[src/rtl/iowin_pkg.sv]
package iowin_pkg;

    localparam int WIN_BITS  = 5;
    localparam int IDX_W     = 4;
    localparam int DATA_W    = 32;
    localparam int HALF_W    = DATA_W / 2;
    localparam int BE_W      = DATA_W / 8;
    localparam logic [WIN_BITS-1:0] SWITCH_OFS = 5'h10;
    localparam logic [BE_W-1:0]     BE_FULL    = '1;

    typedef enum logic {
        MODE_WORD  = 1'b0,
        MODE_DWORD = 1'b1
    } iomode_e;

    typedef struct packed {
        logic                hit;
        logic [WIN_BITS-1:0] ofs;
    } win_t;

    typedef struct packed {
        logic             ok;
        logic             sw;
        logic             wide;
        logic [IDX_W-1:0] idx;
    } acc_t;

    // Byte enables that a 16-bit access to the given half must carry.
    function automatic logic [BE_W-1:0] half_be(input logic upper);
        return upper ? 4'b1100 : 4'b0011;
    endfunction

endpackage

[src/rtl/iowin_match.sv]
module iowin_match
    import iowin_pkg::*;
#(
    parameter int ADDR_W = 16
) (
    input  logic              io_en,
    input  logic              acc_valid,
    input  logic [ADDR_W-1:0] base_addr,
    input  logic [ADDR_W-1:0] acc_addr,
    output win_t              win
);
    localparam int TAG_LO = WIN_BITS;

    logic tag_eq;

    always_comb begin
        tag_eq  = (acc_addr[ADDR_W-1:TAG_LO] == base_addr[ADDR_W-1:TAG_LO]);
        win.hit = io_en && acc_valid && tag_eq;
        win.ofs = acc_addr[WIN_BITS-1:0];
    end

endmodule

[src/rtl/iowin_width_chk.sv]
module iowin_width_chk
    import iowin_pkg::*;
(
    input  win_t            win,
    input  logic [BE_W-1:0] acc_be,
    input  logic            acc_wr,
    input  iomode_e         mode,
    output acc_t            acc
);
    logic half_fit;
    logic full_fit;
    logic sw;
    logic wide;
    logic ok;

    always_comb begin
        half_fit = (win.ofs[0] == 1'b0) && (acc_be == half_be(win.ofs[1]));
        full_fit = (win.ofs[1:0] == 2'b00) && (acc_be == BE_FULL);
        sw       = win.hit && acc_wr && (mode == MODE_WORD)
                   && (win.ofs == SWITCH_OFS) && (acc_be == BE_FULL);
        wide     = (mode == MODE_DWORD) || sw;
        ok       = win.hit && (wide ? full_fit : half_fit);

        acc.ok   = ok;
        acc.sw   = sw;
        acc.wide = wide;
        if (!ok)
            acc.idx = '0;
        else if (wide)
            acc.idx = {1'b0, win.ofs[WIN_BITS-1:2]};
        else
            acc.idx = win.ofs[WIN_BITS-1:1];
    end

endmodule

[src/rtl/iowin_mode_reg.sv]
module iowin_mode_reg
    import iowin_pkg::*;
(
    input  logic    clk,
    input  logic    rst,
    input  acc_t    acc,
    output iomode_e mode
);
    always_ff @(posedge clk) begin
        if (rst)
            mode <= MODE_WORD;
        else if (acc.sw)
            mode <= MODE_DWORD;
    end

endmodule

[src/rtl/iowin_lanes.sv]
module iowin_lanes
    import iowin_pkg::*;
(
    input  acc_t              acc,
    input  logic              upper,
    input  logic              acc_wr,
    input  logic [DATA_W-1:0] acc_wdata,
    input  logic [DATA_W-1:0] res_rdata,
    output logic              res_we,
    output logic [DATA_W-1:0] res_wdata,
    output logic [DATA_W-1:0] bus_rdata
);
    logic             rd_take;
    logic [HALF_W-1:0] wr_half;

    always_comb begin
        res_we  = acc.ok && acc_wr;
        rd_take = acc.ok && !acc_wr;
        wr_half = upper ? acc_wdata[DATA_W-1:HALF_W] : acc_wdata[HALF_W-1:0];

        if (!res_we)
            res_wdata = '0;
        else if (acc.wide)
            res_wdata = acc_wdata;
        else
            res_wdata = {{HALF_W{1'b0}}, wr_half};

        if (!rd_take)
            bus_rdata = '0;
        else if (acc.wide)
            bus_rdata = res_rdata;
        else if (upper)
            bus_rdata = {res_rdata[HALF_W-1:0], {HALF_W{1'b0}}};
        else
            bus_rdata = {{HALF_W{1'b0}}, res_rdata[HALF_W-1:0]};
    end

endmodule

[src/rtl/io_window_decoder.sv]
module io_window_decoder
    import iowin_pkg::*;
#(
    parameter int ADDR_W = 16
) (
    input  logic              clk,
    input  logic              rst,
    input  logic              io_en,
    input  logic [ADDR_W-1:0] base_addr,
    input  logic              acc_valid,
    input  logic [ADDR_W-1:0] acc_addr,
    input  logic [3:0]        acc_be,
    input  logic              acc_wr,
    input  logic [31:0]       acc_wdata,
    input  logic [31:0]       res_rdata,
    output logic              hit,
    output logic              acc_ok,
    output logic [3:0]        res_idx,
    output logic              dword_mode,
    output logic              res_we,
    output logic [31:0]       res_wdata,
    output logic [31:0]       bus_rdata
);
    win_t    win;
    acc_t    acc;
    iomode_e mode;

    iowin_match #(.ADDR_W(ADDR_W)) u_match (
        .io_en     (io_en),
        .acc_valid (acc_valid),
        .base_addr (base_addr),
        .acc_addr  (acc_addr),
        .win       (win)
    );

    iowin_width_chk u_width (
        .win    (win),
        .acc_be (acc_be),
        .acc_wr (acc_wr),
        .mode   (mode),
        .acc    (acc)
    );

    iowin_mode_reg u_mode (
        .clk  (clk),
        .rst  (rst),
        .acc  (acc),
        .mode (mode)
    );

    iowin_lanes u_lanes (
        .acc       (acc),
        .upper     (win.ofs[1]),
        .acc_wr    (acc_wr),
        .acc_wdata (acc_wdata),
        .res_rdata (res_rdata),
        .res_we    (res_we),
        .res_wdata (res_wdata),
        .bus_rdata (bus_rdata)
    );

    assign hit        = win.hit;
    assign acc_ok     = acc.ok;
    assign res_idx    = acc.idx;
    assign dword_mode = (mode == MODE_DWORD);

endmodule

[config.mk]
export PLATFORM = sky130hd
export DESIGN_NAME = io_window_decoder
export DESIGN_NICKNAME = d
export VERILOG_FILES = /design/src/rtl/iowin_pkg.sv /design/src/rtl/iowin_match.sv /design/src/rtl/iowin_width_chk.sv /design/src/rtl/iowin_mode_reg.sv /design/src/rtl/iowin_lanes.sv /design/src/rtl/io_window_decoder.sv
export SDC_FILE = /design/constraint.sdc
export NUM_CORES = 1
export LEC_CHECK = 0
export ABC_AREA = 1
export BUFFER_PORTS_ARGS = -buffer_cell sky130_fd_sc_hd__buf_4
export CORE_ASPECT_RATIO = 1.25
export CORE_MARGIN = 2
export CORE_UTILIZATION = 25
export DETAILED_ROUTE_END_ITERATION = 8
export GPL_ROUTABILITY_DRIVEN = 0
export PLACE_DENSITY_LB_ADDON = 0.12
export SYNTH_ARGS = -nofsm -noshare
export SYNTH_HDL_FRONTEND = slang
export SYNTH_SLANG_ARGS = --single-unit
[constraint.sdc]
create_clock -name clk -period 6 [get_ports clk]
set_input_delay 1.5 -clock clk [delete_from_list [all_inputs] [get_ports clk]]
set_output_delay 1.5 -clock clk [all_outputs]
set_load 0.1 [all_outputs]
==> results of run 1 <==
## final timing paths
check,endpoint,cells after the start,slack [ps]
setup / recovery,bus_rdata[22],9,680
hold / removal,u_mode.mode,4,1190
setup reg to reg,u_mode.mode,4,4570
hold reg to reg,u_mode.mode,4,1190
## cell type report
class | count | area, um^2
sequential | 1 | 20.02
inverter | 70 | 262.8
timing repair buffer | 174 | 1306
fill | 890 | 4438
tap | 95 | 118.9
multi-input combinational | 306 | 1511
## metal layers
layer	vias to the layer above	wire, um	track usage, %
met4	0	87	1.892
met3	6	412	1.922
met5	-	0	0
li1	1479	-	-
met1	1168	2693	16.29
met2	92	3616	29.53
## per-stage QoR
stage / util (%) / hold WS, ps / power [mW] / instance area, um^2
finish: 42.04 / 1191 / 0.1222 / 3219
global route: 42.04 / 1322 / 0.1375 / 3219
CTS: 42.04 / 1245 / 0.1236 / 3219
detailed placement: 42.04 / 1246 / 0.1232 / 3219
global placement: 42.04 / 1244 / 0.1211 / 3219
floorplan: - / 1384 / 0.06196 / 1948
## power groups by stage
stage / logic (mW) / registers, mW / clock network, mW
after CTS: 0.117 / 0.00679 / 0
after global routing: 0.131 / 0.00679 / 0
final: 0.115 / 0.00679 / 0
after detailed placement: 0.116 / 0.00679 / 0
after floorplan: 0.0552 / 0.00679 / 0
after global placement: 0.114 / 0.00679 / 0
## logic make-up after synthesis
| kind of cell | share of synthesized area [%] |
|---|---|
| DFF | 1.028 |
| and+or+nand+nor | 66.73 |
| muxes | 9.248 |
| buffers and inverters | 21.39 |
| AOI/OAI and AO/OA | 1.605 |
## synthesized netlist by cell type
library cell  number  area (um^2)
inv_2              1        3.750
nor2_1            50        187.7
nand2_1          161        604.3
nand3_1           19        95.09
nand3b_1          17        127.6
buf_6              7        78.83
buf_4              4        30.03
a21oi_1            1        5.000
o21ai_0            1        5.000
buf_1              3        11.26
inv_1             69        259.0
mux2_2            16        180.2
nor2_4             1        11.26
a31oi_4            1        21.27
nor2_2            31        193.9
clkbuf_1           5        18.77
dfxtp_1            1        20.02
nand3_2            5        50.05
nor3b_1            1        7.510
buf_2              3        15.01
nand2_4            2        22.52
## worst max-delay path: stages
cell	delay, ps
buf_4	380
nor3b_1	280
nand2_1	70
nand2_1	60
nand2_1	70
a31oi_4	220
nand3_2	570
nor2_1	300
buf_4	330
==> flow_summary.toml, run 1 <==
[run_status]
run_status = "finished clean"

[grt]
initial_antenna_violation_count = 0
grt.overflow.total = 0
grt_first_pass_wirelength_mm = 10.72
grt_use_total_pct = 14.45
pin_count_of_the_biggest_net_entering_global_routing = 37
grt_pass1_vias = 2361

[placed_design]
dp_hpwl_mm = 5.220
place.port_buffers = 171
dp_cells = 646
setup_slack_after_placement_ps = 622.8

[power]
total_switching_power_mw = 0.04705
sw_frac_of_total_pct = 38.49
seq_power_share_pct = 5.6
vdd.ir_drop.worst_v = 0.00003559
clkPwrFrac_pct = 0
power_report.internal_total_mw = 0.07518
comb_power_share_pct = 94.4
power.static_leakage_nw = 1.888
pwr_density_cell_nw_per_um2 = 37.97

[yosys]
yosysUniqueCellTypes = 21
yosysSeqAreaShare_pct = 1.028
mappedNetlistArea_um2 = 1948
post_synth_inst_count = 399
synth_area_per_cell_um2 = 4.883
yosys_warnings = 0
postSynthNetCount = 504
postSynthRegisterBits = 1

[finish]
layout_top_registers = "u_mode.mode: 1 flops"
layout.cells.most_common_list = "buf_4 (174), nand2_1 (161), inv_1 (69), nor2_1 (50), nor2_2 (31)"
register_containing_the_most_flip_flops_in_the_final_layout = "u_mode.mode"
antenna-diode-count = 0
largest_register_ffs = 1
drive_above_1_share_pct = 41.92
nets = 658
number_of_standard_cells_in_the_layout_taps_in_and_fillers_out = 646
layout_commonest_cell = "buf_4"
area.growth.synth_to_final_pct = 65.25

[worst_setup_path]
worstPathRequired_ps = 4500
worstReg2RegStart = "u_mode.mode"
path_class = "in2out"
launch_point_of_the_worst_path = "acc_addr[1]"
worstSetupStartpointType = "primary input"
timing.critical_path.to_type = "primary output"
cp_data_arrival_time_ps = 3820
timing.critical_path.fanout_max = 36

[clock_network]
ctsResizeCount = 0
cts.clk_slew.worst_paths_ps = 0
clock_latency_ps = 0
post_cts_hold_fix_bufs = 0
post_cts_buffers = 0

[timing]
worst_clock_skew_ps = 0
grt_setup_unrepaired = "no"
postLayoutSetupSlackWorst_ps = 683.9
worst-slew-pin-transition_ps = 716.4
layout_worst_path_cycle_share_pct = 88.60
fmaxAchievable_mhz = 188.1
timing_max_transition_violations_final = 0
hold_violations = 0
post_route_minimum_period_ps = 5316
maxSlewHeadroom_pct = 52.17
timing.final.setup_violations = 0
final.setup.tns_ps = 0

[route]
totalWireLength_mm = 6.809
detail_route.vias_per_cell = 4.249
drc = 0
dr.pass1.iters = 4
wl_per_cell_um = 10.54
vias = 2745
final_antenna_net_count = 0
drt_first_iter_violations = 55

[hold_path]
worst_hold_path_type = "reg2reg"
hold_path_startpoint = "u_mode.mode"

[run]
cap_viol_max_count = 0

[floorplanning]
num_io_pins = 177
die_width_um = 82.96
core_area_um2 = 7657
die_area_um2 = 8519
initial_core_util_pct = 25.44
rows = 36
die_y_um = 102.7
Note: power is estimated with default switching activity, not from simulation.
==> run 2, diff against run 1 <==
--- a/config.mk
+++ b/config.mk
@@ -6,7 +6,7 @@
 export NUM_CORES = 1
 export LEC_CHECK = 0
 export ABC_AREA = 1
-export BUFFER_PORTS_ARGS = -buffer_cell sky130_fd_sc_hd__buf_4
+export BUFFER_PORTS_ARGS = -buffer_cell sky130_fd_sc_hd__buf_2
 export CORE_ASPECT_RATIO = 1.25
 export CORE_MARGIN = 2
 export CORE_UTILIZATION = 25
==> flow_summary.toml, run 2 (synthesis gave the netlist of run 1 again) <==
[grt]
grt_use_total_pct = 15.61
initial_antenna_violation_count = 0
grt.overflow.total = 0
pin_count_of_the_biggest_net_entering_global_routing = 37
grt_pass1_vias = 2480
grt_first_pass_wirelength_mm = 11.57

[timing]
timing.hold.ws_ps = 1258
timing.final.setup_violations = 0
final.setup.tns_ps = 0
post_route_minimum_period_ps = 5204
grt_setup_unrepaired = "no"
fmaxAchievable_mhz = 192.1
worst_clock_skew_ps = 0
worst-slew-pin-transition_ps = 741.0
timing_max_transition_violations_final = 0
maxSlewHeadroom_pct = 50.60
hold_violations = 0
layout_worst_path_cycle_share_pct = 86.74

[finish]
largest_register_ffs = 1
nets = 659
antenna-diode-count = 0
area_occupied_by_multi_input_gates_um2 = 1511
post-route-cell-area_um2 = 3820
drive_above_1_share_pct = 42.03
layout_top_registers = "u_mode.mode: 1 flops"
utilization_pct = 49.89
area.growth.synth_to_final_pct = 96.08
register_containing_the_most_flip_flops_in_the_final_layout = "u_mode.mode"
ff_latch_area_um2 = 20.02
fill_cells = 776
layout.cells.most_common_list = "nand2_1 (161), buf_2 (103), inv_1 (69), buf_12 (68), nor2_1 (50)"
layout_commonest_cell = "nand2_1"

[power]
post-layout-total-power_mw = 0.1048
pwr_density_cell_nw_per_um2 = 27.43
power.static_leakage_nw = 1.989
vdd.ir_drop.worst_v = 0.00002075

[clock_network]
clock_latency_ps = 0
ctsResizeCount = 0
post_cts_buffers = 0
post_cts_hold_fix_bufs = 0
cts.clk_slew.worst_paths_ps = 0

[worst_setup_path]
most_repeated_library_cell_on_the_critical_path = "nand2_1"
cp_top_family = "simple AND/OR/NAND/NOR gates"
reg2reg_to = "u_mode.mode"
timing.critical_path.fanout_max = 32
worstReg2RegStart = "u_mode.mode"
timing.critical_path.to_type = "primary output"
slowest_cell_on_the_critical_path = "nand3_2"
ff2ff_path_depth = 4
path_class = "in2out"
launch_point_of_the_worst_path = "acc_addr[1]"
worstSetupStartpointType = "primary input"
cp_data_arrival_time_ps = 3700
worst-path-buf-inv = 2
worstPathRequired_ps = 4500
highest_cell_delay_on_the_worst_timing_path_ps = 600
setup.reg_to_reg.worst_slack_ps = 4490
cp_cell_sequence = "buf_2, nor3b_1, nand2_1, nand2_1, nand2_1, a31oi_4, nand3_2, nor2_1, buf_12"

[route]
final_antenna_net_count = 0
drc = 0
detail_route.vias_per_cell = 4.294
dr.pass1.iters = 4
drt_first_iter_violations = 48
wl_per_cell_um = 10.83
vias = 2778
totalWireLength_mm = 7.008

[placed_design]
dp_hpwl_mm = 5.532
postPlaceCellArea_um2 = 3820
place.port_buffers = 171

[floorplanning]
die_y_um = 102.7
core_area_um2 = 7657
initial_core_util_pct = 25.44
die_width_um = 82.96
num_io_pins = 177
die_area_um2 = 8519
rows = 36

[run_status]
run_status = "finished clean"

[run]
cap_viol_max_count = 0

[hold_path]
whs_endpoint = "u_mode.mode"
hold_path_startpoint = "u_mode.mode"
min_path_cells = 4
worst_hold_path_type = "reg2reg"
==> run 2: tightest hold or removal path: cells and delay by family, from the launching register on <==
family	cells	cell delay (ps)
flip-flops	1	340
buffers and inverters	2	380
AND/OR/NAND/NOR	2	470
==> run 2: how the worst max path moves through the flow <==
| stage | end | cells past startpoint | slack, ps |
|---|---|---|---|
| after floorplan | res_idx[0] | 11 | 700 |
| after global placement | bus_rdata[29] | 9 | 800 |
| after detailed placement | bus_rdata[22] | 10 | 730 |
| after CTS | bus_rdata[22] | 10 | 740 |
| after global routing | bus_rdata[0] | 9 | 520 |
| final | bus_rdata[22] | 9 | 800 |
==> run 2: area by class of cell <==
cell class	count	area share, %
Timing Repair Buffer	175	49.92
Multi-Input combinational cell	306	39.57
Inverter	70	6.878
Tap cell	95	3.112
Sequential cell	1	0.5241
==> run 2: routing by layer <==
metal / GRT usage [%] / up-vias / share of wire (%) / wire [um]
met1: 17.56 / 1198 / 40 / 2787
met3: 1.601 / 6 / 5.6 / 390
met5: 0 / - / 0 / 0
li1: - / 1478 / - / -
met4: 1.892 / 0 / 1.4 / 97
met2: 32.38 / 96 / 53 / 3732
==> run 2: stage by stage <==
stage / worst slack (ps) / cells
floorplan: 696.8 / 399
global placement: 804.9 / 647
detailed placement: 734.2 / 647
global route: 517.9 / 647
CTS: 736.8 / 647
finish: 795.6 / 647
==> run 2: power breakdown <==
group          leakage (nW)  switching (mW)  internal, mW
logic                  1.98          0.0470        0.0510
registers           0.00805   0.00000000373       0.00679
clock network             0               0             0
==> run 3, diff against run 2 <==
--- a/config.mk
+++ b/config.mk
@@ -11,8 +11,8 @@
 export CORE_MARGIN = 2
 export CORE_UTILIZATION = 25
 export DETAILED_ROUTE_END_ITERATION = 8
-export GPL_ROUTABILITY_DRIVEN = 0
 export PLACE_DENSITY_LB_ADDON = 0.12
+export SKIP_CTS_REPAIR_TIMING = 1
 export SYNTH_ARGS = -nofsm -noshare
 export SYNTH_HDL_FRONTEND = slang
 export SYNTH_SLANG_ARGS = --single-unit
==> constraint.sdc (replaced) <==
create_clock -name clk -period 4.24 [get_ports clk]
set_input_delay 1.06 -clock clk [delete_from_list [all_inputs] [get_ports clk]]
set_output_delay 1.06 -clock clk [all_outputs]
set_load 0.1 [all_outputs]
==> flow_summary.toml, run 3 (synthesis gave the netlist of run 1 again) <==
[worst_setup_path]
highest_cell_delay_on_the_worst_timing_path_ps = 360
reg2reg_to = "u_mode.mode"
path_class = "in2out"
cp_cell_sequence = "buf_2, inv_1, nand2_1, nand2_1, nor2_1, nand2_1, nor2_1, nand3_2, buf_4, nand3_2, nand2_1, inv_1, nor2_2, buf_12"
cp_data_arrival_time_ps = 2750
setup.reg_to_reg.worst_slack_ps = 3000
worstReg2RegStart = "u_mode.mode"
timing.critical_path.fanout_max = 22
timing.critical_path.to_type = "primary output"
ff2ff_path_depth = 5
worstPathRequired_ps = 3180
launch_point_of_the_worst_path = "acc_addr[5]"
worstSetupStartpointType = "primary input"
slowest_cell_on_the_critical_path = "nand3_2"
most_repeated_library_cell_on_the_critical_path = "nand2_1"

[grt]
pin_count_of_the_biggest_net_entering_global_routing = 53
grt_use_total_pct = 15.54
grt_pass1_vias = 2588
grt.overflow.total = 0
initial_antenna_violation_count = 0
grt_first_pass_wirelength_mm = 11.50

[timing]
worst_clock_skew_ps = 0
timing_max_transition_violations_final = 0
hold_violations = 0
final.setup.tns_ps = 0
worst-slew-pin-transition_ps = 505.2
maxSlewHeadroom_pct = 66.32
post_route_minimum_period_ps = 3806
layout_worst_path_cycle_share_pct = 89.77
grt_setup_unrepaired = "no"
timing.final.setup_violations = 0
timing.hold.ws_ps = 1156
postLayoutSetupSlackWorst_ps = 433.8
fmaxAchievable_mhz = 262.7

[placed_design]
routabilityCongestion = 0.8074
dp_cells = 650
dp_hpwl_mm = 5.764
place.port_buffers = 171
setup_slack_after_placement_ps = 398.7
postPlaceCellArea_um2 = 3925

[finish]
register_containing_the_most_flip_flops_in_the_final_layout = "u_mode.mode"
area.growth.synth_to_final_pct = 101.5
number_of_standard_cells_in_the_layout_taps_in_and_fillers_out = 650
utilization_pct = 51.26
nets = 662
fill_cells = 771
drive_above_1_share_pct = 47.39
post-route-cell-area_um2 = 3925
antenna-diode-count = 0
layout.cells.most_common_list = "nand2_1 (161), buf_2 (103), inv_1 (69), buf_12 (69), nor2_2 (59)"
largest_register_ffs = 1
layout_commonest_cell = "nand2_1"
layout_top_registers = "u_mode.mode: 1 flops"

[run_status]
run_status = "finished clean"

[floorplanning]
die_width_um = 82.96
initial_core_util_pct = 25.44
die_y_um = 102.7
die_area_um2 = 8519
num_io_pins = 177
rows = 36
core_area_um2 = 7657

[power]
vdd.ir_drop.worst_v = 0.00003580
post-layout-total-power_mw = 0.1506
pwr_density_cell_nw_per_um2 = 38.37
power.static_leakage_nw = 1.999

[route]
dr.pass1.iters = 4
drc = 0
detail_route.vias_per_cell = 4.286
vias = 2786
wl_per_cell_um = 10.98
totalWireLength_mm = 7.138
final_antenna_net_count = 0
drt_first_iter_violations = 66

[hold_path]
whs_endpoint = "u_mode.mode"
worst_hold_path_type = "reg2reg"
min_path_cells = 5
hold_path_startpoint = "u_mode.mode"

[clock_network]
clock_latency_ps = 0
cts.clk_slew.worst_paths_ps = 0

[run]
cap_viol_max_count = 0
## run 3: changes by cell type in the layout (fill, tap and decap cells not counted), sizes merged
cell / change
buf: +3
## run 3: routing by layer
layer  vias up  track usage [%]  routed length, um
li1       1488                -                  -
met1      1189            18.42               2806
met2       105            30.27               3724
met3         4            2.962                541
met4         0            1.261                 66
met5         -                0                  0
## run 3: how the worst max path moves through the flow
| stage | slack, ps | endpoint | cells after the start |
|---|---|---|---|
| floorplan | -180 | res_wdata[1] | 11 |
| global placement | 410 | res_idx[0] | 14 |
| detailed placement | 400 | res_idx[0] | 14 |
| CTS | 400 | res_idx[0] | 14 |
| global route | 170 | res_idx[0] | 14 |
| finish | 430 | res_idx[0] | 14 |
## run 3: power breakdown
group / switching, mW / total, mW / internal (mW)
Combinational: 0.0685 / 0.141 / 0.0725
Clock: 0 / 0 / 0
Sequential: 0.00000000559 / 0.00960 / 0.00960
Total: 0.0685 / 0.151 / 0.0821
## run 3: critical path, delay by kind of cell
kind / cells / cell delay (ps)
simple gates: 9 / 1010
buf+inv: 5 / 670
## run 3: cell type report
class	instances	area (um^2)	share of cell area [%]
Inverter	70	262.8	6.694
Multi-Input combinational cell	306	1582	40.29
Sequential cell	1	20.02	0.5100
Tap cell	95	118.9	3.028
Timing Repair Buffer	178	1942	49.47
